$ cat config.mk
export PLATFORM = sky130hd
export DESIGN_NAME = dram_rowbuf_lat
export DESIGN_NICKNAME = d
export VERILOG_FILES = /design/src/rtl/dram_lat_pkg.sv /design/src/rtl/dram_bank_table.sv /design/src/rtl/dram_lat_calc.sv /design/src/rtl/dram_stat_ctr.sv /design/src/rtl/dram_rowbuf_lat.sv
export SDC_FILE = /design/constraint.sdc
export NUM_CORES = 1
export LEC_CHECK = 0
export BUFFER_PORTS_ARGS = -buffer_cell sky130_fd_sc_hd__buf_2
export CAP_MARGIN = 30
export CORE_ASPECT_RATIO = 1.1
export CORE_MARGIN = 2
export CORE_UTILIZATION = 60
export DETAILED_ROUTE_END_ITERATION = 8
export GPL_ROUTABILITY_DRIVEN = 0
export PLACE_DENSITY = 0.8
export SLEW_MARGIN = 10
export SYNTH_ARGS = -nofsm -noshare
export SYNTH_HDL_FRONTEND = slang
export SYNTH_SLANG_ARGS = --single-unit
$ cat constraint.sdc
create_clock -name clk -period 5.3 [get_ports clk]
set_clock_uncertainty 0.2 [all_clocks]
set_input_delay 1.06 -clock clk [delete_from_list [all_inputs] [get_ports clk]]
set_output_delay 1.06 -clock clk [all_outputs]
set_load 0.03 [all_outputs]
$ cat src/rtl/dram_lat_pkg.sv
package dram_lat_pkg;

  typedef enum logic [1:0] {
    POL_FIXED     = 2'b00,
    POL_OPEN      = 2'b01,
    POL_CLOSE     = 2'b10,
    POL_FIXED_ALT = 2'b11
  } page_pol_e;

  typedef enum logic [1:0] {
    RB_EMPTY    = 2'b00,
    RB_HIT      = 2'b01,
    RB_CONFLICT = 2'b10
  } rb_state_e;

endpackage

$ cat src/rtl/dram_bank_table.sv
module dram_bank_table
  import dram_lat_pkg::*;
#(
  parameter int NUM_BANKS = 16,
  parameter int ROW_W     = 18,
  localparam int BANK_W   = $clog2(NUM_BANKS)
) (
  input  logic              clk,
  input  logic              rst_n,
  input  logic              upd_en,
  input  logic [BANK_W-1:0] upd_bank,
  input  page_pol_e         upd_pol,
  input  logic [ROW_W-1:0]  upd_row,
  output logic              rd_valid,
  output logic [ROW_W-1:0]  rd_row
);

  logic [NUM_BANKS-1:0] valid_vec;
  logic [ROW_W-1:0]     row_vec [NUM_BANKS];

  for (genvar b = 0; b < NUM_BANKS; b++) begin : g_bank
    logic             v_q, v_d;
    logic [ROW_W-1:0] r_q, r_d;
    logic             sel;

    assign sel = upd_en && (upd_bank == BANK_W'(b));

    always_comb begin
      v_d = v_q;
      r_d = r_q;
      if (sel) begin
        case (upd_pol)
          POL_OPEN: begin
            v_d = 1'b1;
            r_d = upd_row;
          end
          POL_CLOSE: v_d = 1'b0;
          default: ;
        endcase
      end
    end

    always_ff @(posedge clk or negedge rst_n) begin
      if (!rst_n) begin
        v_q <= 1'b0;
        r_q <= '0;
      end else if (sel) begin
        v_q <= v_d;
        r_q <= r_d;
      end
    end

    assign valid_vec[b] = v_q;
    assign row_vec[b]   = r_q;
  end

  assign rd_valid = valid_vec[upd_bank];
  assign rd_row   = row_vec[upd_bank];

endmodule

$ cat src/rtl/dram_lat_calc.sv
module dram_lat_calc
  import dram_lat_pkg::*;
#(
  parameter int ROW_W   = 18,
  parameter int LAT_W   = 8,
  parameter int T_ACT   = 45,
  parameter int T_CAS   = 45,
  parameter int T_PRE   = 45,
  parameter int T_BUS   = 10,
  parameter int T_FIXED = 100
) (
  input  page_pol_e        pol,
  input  logic             bank_valid,
  input  logic [ROW_W-1:0] bank_row,
  input  logic [ROW_W-1:0] req_row,
  output logic [LAT_W-1:0] lat
);

  localparam int LAT_HIT   = T_CAS + T_BUS;
  localparam int LAT_EMPTY = T_ACT + T_CAS + T_BUS;
  localparam int LAT_CONF  = T_PRE + T_ACT + T_CAS + T_BUS;

  rb_state_e st;

  always_comb begin
    if (!bank_valid)             st = RB_EMPTY;
    else if (bank_row == req_row) st = RB_HIT;
    else                          st = RB_CONFLICT;
  end

  always_comb begin
    case (pol)
      POL_OPEN: begin
        case (st)
          RB_HIT:      lat = LAT_W'(LAT_HIT);
          RB_CONFLICT: lat = LAT_W'(LAT_CONF);
          default:     lat = LAT_W'(LAT_EMPTY);
        endcase
      end
      POL_CLOSE: lat = LAT_W'(LAT_EMPTY);
      default:   lat = LAT_W'(T_FIXED);
    endcase
  end

endmodule

$ cat src/rtl/dram_stat_ctr.sv
module dram_stat_ctr #(
  parameter int LAT_W = 8,
  parameter int CNT_W = 32
) (
  input  logic             clk,
  input  logic             rst_n,
  input  logic             en,
  input  logic             is_write,
  input  logic [LAT_W-1:0] lat,
  output logic [CNT_W-1:0] rd_cnt,
  output logic [CNT_W-1:0] wr_cnt,
  output logic [CNT_W-1:0] rd_dly,
  output logic [CNT_W-1:0] wr_dly
);

  logic [CNT_W-1:0] rd_cnt_d, wr_cnt_d, rd_dly_d, wr_dly_d;

  always_comb begin
    rd_cnt_d = rd_cnt;
    wr_cnt_d = wr_cnt;
    rd_dly_d = rd_dly;
    wr_dly_d = wr_dly;
    if (is_write) begin
      wr_cnt_d = wr_cnt + CNT_W'(1);
      wr_dly_d = wr_dly + CNT_W'(lat);
    end else begin
      rd_cnt_d = rd_cnt + CNT_W'(1);
      rd_dly_d = rd_dly + CNT_W'(lat);
    end
  end

  always_ff @(posedge clk or negedge rst_n) begin
    if (!rst_n) begin
      rd_cnt <= '0;
      wr_cnt <= '0;
      rd_dly <= '0;
      wr_dly <= '0;
    end else if (en) begin
      rd_cnt <= rd_cnt_d;
      wr_cnt <= wr_cnt_d;
      rd_dly <= rd_dly_d;
      wr_dly <= wr_dly_d;
    end
  end

endmodule

$ cat src/rtl/dram_rowbuf_lat.sv
module dram_rowbuf_lat
  import dram_lat_pkg::*;
#(
  parameter int ADDR_W      = 32,
  parameter int NUM_BANKS   = 16,
  parameter int BLOCK_BYTES = 64,
  parameter int ROW_BYTES   = 1024,
  parameter int LAT_W       = 8,
  parameter int CNT_W       = 32,
  parameter int T_ACT       = 45,
  parameter int T_CAS       = 45,
  parameter int T_PRE       = 45,
  parameter int T_BUS       = 10,
  parameter int T_FIXED     = 100
) (
  input  logic              clk,
  input  logic              rst_n,
  input  logic              req_valid,
  input  logic              req_write,
  input  logic [ADDR_W-1:0] req_addr,
  input  logic [1:0]        req_policy,
  output logic              resp_valid,
  output logic [LAT_W-1:0]  resp_lat,
  output logic [CNT_W-1:0]  rd_count,
  output logic [CNT_W-1:0]  wr_count,
  output logic [CNT_W-1:0]  rd_delay,
  output logic [CNT_W-1:0]  wr_delay
);

  localparam int BLK_SH = $clog2(BLOCK_BYTES);
  localparam int BANK_W = $clog2(NUM_BANKS);
  localparam int ROW_SH = $clog2(ROW_BYTES * NUM_BANKS);
  localparam int ROW_W  = ADDR_W - ROW_SH;

  page_pol_e        pol;
  logic [BANK_W-1:0] bank;
  logic [ROW_W-1:0]  row;
  logic              cur_valid;
  logic [ROW_W-1:0]  cur_row;
  logic [LAT_W-1:0]  lat_d;
  logic              resp_valid_d;
  logic [LAT_W-1:0]  resp_lat_d;

  assign pol  = page_pol_e'(req_policy);
  assign bank = req_addr[BLK_SH +: BANK_W];
  assign row  = req_addr[ADDR_W-1:ROW_SH];

  dram_bank_table #(
    .NUM_BANKS(NUM_BANKS),
    .ROW_W    (ROW_W)
  ) u_table (
    .clk     (clk),
    .rst_n   (rst_n),
    .upd_en  (req_valid),
    .upd_bank(bank),
    .upd_pol (pol),
    .upd_row (row),
    .rd_valid(cur_valid),
    .rd_row  (cur_row)
  );

  dram_lat_calc #(
    .ROW_W  (ROW_W),
    .LAT_W  (LAT_W),
    .T_ACT  (T_ACT),
    .T_CAS  (T_CAS),
    .T_PRE  (T_PRE),
    .T_BUS  (T_BUS),
    .T_FIXED(T_FIXED)
  ) u_calc (
    .pol       (pol),
    .bank_valid(cur_valid),
    .bank_row  (cur_row),
    .req_row   (row),
    .lat       (lat_d)
  );

  dram_stat_ctr #(
    .LAT_W(LAT_W),
    .CNT_W(CNT_W)
  ) u_stat (
    .clk     (clk),
    .rst_n   (rst_n),
    .en      (req_valid),
    .is_write(req_write),
    .lat     (lat_d),
    .rd_cnt  (rd_count),
    .wr_cnt  (wr_count),
    .rd_dly  (rd_delay),
    .wr_dly  (wr_delay)
  );

  always_comb begin
    resp_valid_d = req_valid;
    resp_lat_d   = resp_lat;
    if (req_valid) resp_lat_d = lat_d;
  end

  always_ff @(posedge clk or negedge rst_n) begin
    if (!rst_n) begin
      resp_valid <= 1'b0;
      resp_lat   <= '0;
    end else begin
      resp_valid <= resp_valid_d;
      resp_lat   <= resp_lat_d;
    end
  end

endmodule

# == Word level (Yosys, flattened, before mapping) ==
# Cells that the tools add are included.
# totals
register_bits,441
latchBits,0
ramBits,0
mem_bits_ro,0
inputBits,38
out_inout_bits,137
wordCells,128
n_memories,0
# op_classes
addsub,4
n_mul,0
n_div,0
magnitude_cmp,2
n_eq_ne,20
n_shift,0
mux,10
n_bitwise,2
reduce_logical,52
# op_table
operator,count
binary-select mux 18 bit (select 4 bit),1
AND reduction 2 bit,34
"adder 32 x 1 -> 32 bit, second input constant",2
adder 32 x 8 -> 32 bit,2
two-way mux 18 bit,2
"== test 4 bit, second input constant",8
== test 18 bit,1
"== test 4 x 3 -> 1 bit, second input constant",4
logical AND 1 bit,16
case mux 8 bit (2 select lines),1
"== test 4 x 2 -> 1 bit, second input constant",2
two-way mux 8 bit,1
"greater-or-equal comparator 5 bit, second input constant",1
"< comparator 4 x 5 -> 1 bit, second input constant",1
inverter 4 -> 5 bit,1
binary-select mux 1 bit (select 4 bit),1
"== test 2 x 1 -> 1 bit, second input constant",2
"== test 2 bit, second input constant",2
"== test 4 x 1 -> 1 bit, second input constant",1
zero test 4 bit,1
two-way mux 2 bit,2
case mux 1 bit (2 select lines),1
nonzero test 2 bit,1
two-way mux 1 bit,1
inverter 1 bit,1

# == Longest topological paths before layout ==
# depth
ltp_word,11
ltp_mapped,21

# == By module ==
# From an unflattened synthesis, not the netlist that was laid out.
# unflattened
hier_cells,1518
area_unflattened_um2,20686.1
# modules_own_cells
module,instances,cells_per_inst,area_each_um2
dram_bank_table,1,870,13740.7
dram_stat_ctr,1,596,6341.1
dram_rowbuf_lat,1,18,356.6
dram_lat_calc,1,34,247.7

# == Least setup slack after synthesis ==
# No wires, ideal clock.
# synth_timing
path_kind,input to register
from,input port req_addr[9]
to,register u_stat.wr_dly[28]
arrival_ps,5040
path_slack_ps,-88
stages,18
path_cell_list,clkbuf_1 -> buf_2 -> mux4_2 -> mux4_2 -> xnor2_1 -> nand4_1 -> a211oi_1 -> and2_1 -> nand3_1 -> fa_1 -> nor2b_1 -> o211ai_1 -> a21oi_1 -> o21a_1 -> o21ai_0 -> clkbuf_1 -> a2111oi_0 -> xor2_1
# synth_via
elab_chain_cells,11
# synth_rtl
element,line,text
"start, declared",dram_rowbuf_lat.sv:20,"input logic [ADDR_W-1:0] req_addr,"
inverter 4 -> 5 bit (implied by the code),dram_bank_table.sv:58,assign rd_row = row_vec[upd_bank];
binary-select mux 18 bit (select 4 bit),dram_bank_table.sv:58,
two-way mux 18 bit (implied by the code) (2 in series),dram_bank_table.sv:58,
== test 18 bit,dram_lat_calc.sv:27,else if (bank_row == req_row) st = RB_HIT;
two-way mux 2 bit,dram_lat_calc.sv:27,
two-way mux 2 bit *,dram_lat_calc.sv:26,if (!bank_valid) st = RB_EMPTY;
== test 2 bit / == test 2 x 1 -> 1 bit (equally long branches),dram_lat_calc.sv:34,case (st)
case mux 8 bit (2 select lines) *,dram_lat_calc.sv:34,
two-way mux 8 bit *,dram_lat_calc.sv:32,case (pol)
adder 32 x 8 -> 32 bit *,dram_stat_ctr.sv:25,wr_dly_d = wr_dly + CNT_W'(lat);
"end signal, assigned",dram_stat_ctr.sv:42,wr_dly <= wr_dly_d;
"end, declared",dram_stat_ctr.sv:13,output logic [CNT_W-1:0] wr_dly
# Mark *: on every way between the ends. The rest lies on a longest branch, timed or not. The select of a mux whose other input is x is not followed.
# A chain may end at the register's enable or synchronous reset.

# == Final worst setup path ==
# layout_timing
from,input port req_addr[7]
to,register u_stat.rd_dly[12]
# layout_via
elab_chain_cells,11
# layout_rtl
element,line,text
inverter 4 -> 5 bit (implied by the code),dram_bank_table.sv:58,
binary-select mux 18 bit (select 4 bit),dram_bank_table.sv:58,
two-way mux 18 bit (implied by the code) (2 in series),dram_bank_table.sv:58,
== test 18 bit,dram_lat_calc.sv:27,
two-way mux 2 bit,dram_lat_calc.sv:27,
two-way mux 2 bit *,dram_lat_calc.sv:26,
== test 2 bit / == test 2 x 1 -> 1 bit (equally long branches),dram_lat_calc.sv:34,
case mux 8 bit (2 select lines) *,dram_lat_calc.sv:34,
two-way mux 8 bit *,dram_lat_calc.sv:32,
adder 32 x 8 -> 32 bit *,dram_stat_ctr.sv:28,rd_dly_d = rd_dly + CNT_W'(lat);
"end signal, assigned",dram_stat_ctr.sv:41,rd_dly <= rd_dly_d;
"end, declared",dram_stat_ctr.sv:12,"output logic [CNT_W-1:0] rd_dly,"
# Marks and branches as above.

==> out/qor.csv <==
metric,value,unit
grt-ovfl-total,0,
fin_crit_sh,95.3,%
die-height,199,um
worst_setup_path_end_kind,flop,
p_leak,11.7,nW
drt_pre_antenna_iters,5,
synth_top_area_share,53.1,%
setup_ws,0.249,ns
grt_pass1_wl,75.7,mm
rows,71,
n_antenna_cell,0,
final_nets,1846,
cts_buffers,45,
tightest_slew,1.02,ns
insertion_delay,0.56,ns
synth_top_flop_cell,dfrtp_1,
cts_hold_buf,0,
totalWireLength,47.2,mm
status,"finished, final reports clean",
hpwlAfterDp,30.0,mm
slew_violations,0,
drc_errors,0,
dieArea,0.0359,sq mm
power.total,9.02,mW
layout_common_cells,"dfrtp_1 (438), mux2_2 (294), buf_2 (159)",
drtIter0Drc,797,
ys_types,60,
drtAntennaViolNets,0,
path_max_fanout,19,
slew_headroom,32.0,%
syn_nets,1610,
area_growth,16.9,%
initial_core_util,60.7,%
root_buffer,clkbuf_16,
numPortBuffers,163,
min_path_type,reg -> reg,
post-route-cell-area,0.0241,sq mm
reg2reg_slack,0.63,ns
vias,13500,
ys_async_sr_fraction,100,%
cts_tree,done,
htreeDepth,2,
worstSetupPathType,in -> reg,
grt.total_usage,26.6,%
worstHoldStart,u_stat.rd_cnt[31],
placed_area,0.0226,sq mm
synth_top_cells_by_area,"dfrtp_1 (53%), mux2_2 (16%), mux4_2 (6.9%)",
arrival,5.33,ns
via_per_inst,5.99,
synth_edf_count,0,
netlist_instances,1552,
syn_area,0.0207,sq mm
clk_pin_slew,0.06,ns
crit_start,req_addr[7],
yosysSeqAreaShare,53.1,%
place_ws,-0.629,ns
maxCapViolations,0,
hold_slack,0.261,ns
num_io_pins,175,
critPathRequiredTime,5.58,ns
final_common_cell,dfrtp_1,
chipWidth,181,um
finalSetupTns,0,ns
clock-sinks,438,
cts_buffer_depth,3,
syn_avg_cell_area,13.3,sq um
drive_above_1_share,40.4,%
hold_viol,0,
period_needed,5.05,ns
grt_pass1_vias,14100,
p_per_area,374,mW/mm^2
max_freq,0.198,GHz
setup_violations,0,
grt_max_degree,133,
yosysTopAreaCell,dfrtp_1,
ys_ff_latch,438,
crit_path_start_kind,input pin,
antenna_found_initial,1,
vdd_drop_max,0.000247,V
core,0.0340,sq mm
yosys_warnings,0,
rr_startpoint,u_table.g_bank[15].r_q[13],
wl_per_cell,20.9,um
-- where the power goes --
part | switching, mW | leakage, nW | internal [mW]
logic | 0.973 | 5.18 | 0.853
clock network | 1.28 | 0.701 | 1.82
registers | 0.306 | 5.80 | 3.79
-- per-stage QoR --
step,cells,util [%]
detailed placement,2173,66.3
finish,2257,70.9
global route,2257,70.9
CTS,2251,70.5
global placement,2173,66.3
floorplan,1552,-
-- layout make-up --
class / instances / area [sq um]
clock buffers: 70 / 1330
clock inverters: 8 / 93.8
fillers: 2290 / 9880
inverters: 18 / 67.6
multi-input cells: 999 / 9200
flip-flops and latches: 438 / 11000
well taps: 438 / 548
repair buffers: 286 / 1940
-- registers in the layout (all words and copies together), names as in the netlist --
signal,count
u_stat.rd_dly,32
u_stat.rd_cnt,32
u_table.g_bank.r_q,288
resp_lat,5
u_stat.wr_dly,32
resp_valid,1
u_table.g_bank.v_q,16
u_stat.wr_cnt,32
-- what timing repair did --
action / in CTS / in global routing
buffers inserted: 0 / 5
endpoints found under the hold margin: 0 / 0
cloned: 0 / 1
resized for setup: 2 / 21
pin swaps: 0 / 4
setup endpoints to repair: 8 / 39
-- per-layer routing --
| layer | track usage, % | share of wire, % | vias up |
|---|---|---|---|
| met2 | 45.0 | 49 | 425 |
| met1 | 35.9 | 42 | 6939 |
| met5 | 0 | 0.034 | - |
| met4 | 8.72 | 2.9 | 2 |
| met3 | 3.83 | 5.5 | 98 |
| li1 | - | - | 6050 |
-- Yosys cell counts, drive strengths merged, types with 29 or more instances --
cell,count
xnor2,73
buf,47
dfrtp,438
nand3,47
nand2,81
mux2i,39
mux4,69
xor2,71
clkbuf,50
o21ai,30
nor2,78
nand4,29
mux2,294
-- worst max-delay path, cell delays in order --
cell      delay [ns]
buf_12          0.15
buf_12          0.16
buf_12          0.20
mux4_2          0.52
mux2i_1         0.18
mux2i_1         0.21
nand4_1         0.21
a211oi_2        0.23
buf_4           0.16
and2_1          0.14
nand3_1         0.14
buf_4           0.18
fa_1            0.42
nor2b_1         0.18
o21bai_1        0.08
a21boi_1        0.20
o21a_1          0.13
o21ai_0         0.07
buf_4           0.19
a211oi_1        0.34
xor2_1          0.17
-- cell families after synthesis --
| kind of cell | count (synthesis) | share of synthesized area, % |
|---|---|---|
| compound gates | 108 | 3.34 |
| xor+xnor | 144 | 6.11 |
| fa+ha+maj | 20 | 1.28 |
| buf+inv | 115 | 2.73 |
| flops | 438 | 53.1 |
| mux | 402 | 25.6 |
| other cells | 1 | 0.0182 |
| simple gates | 324 | 7.89 |
-- final timing paths --
check | to | depth (start not counted)
setup / recovery | u_stat.rd_dly[12] | 21
hold / removal | u_stat.rd_cnt[31] | 1
setup reg to reg | u_stat.wr_dly[18] | 19
hold reg to reg | u_stat.rd_cnt[31] | 1
max in group asynchronous | u_stat.wr_dly[15] | 2
min in group asynchronous | u_stat.rd_cnt[15] | 1
Note: power is estimated with default switching activity, not from simulation.
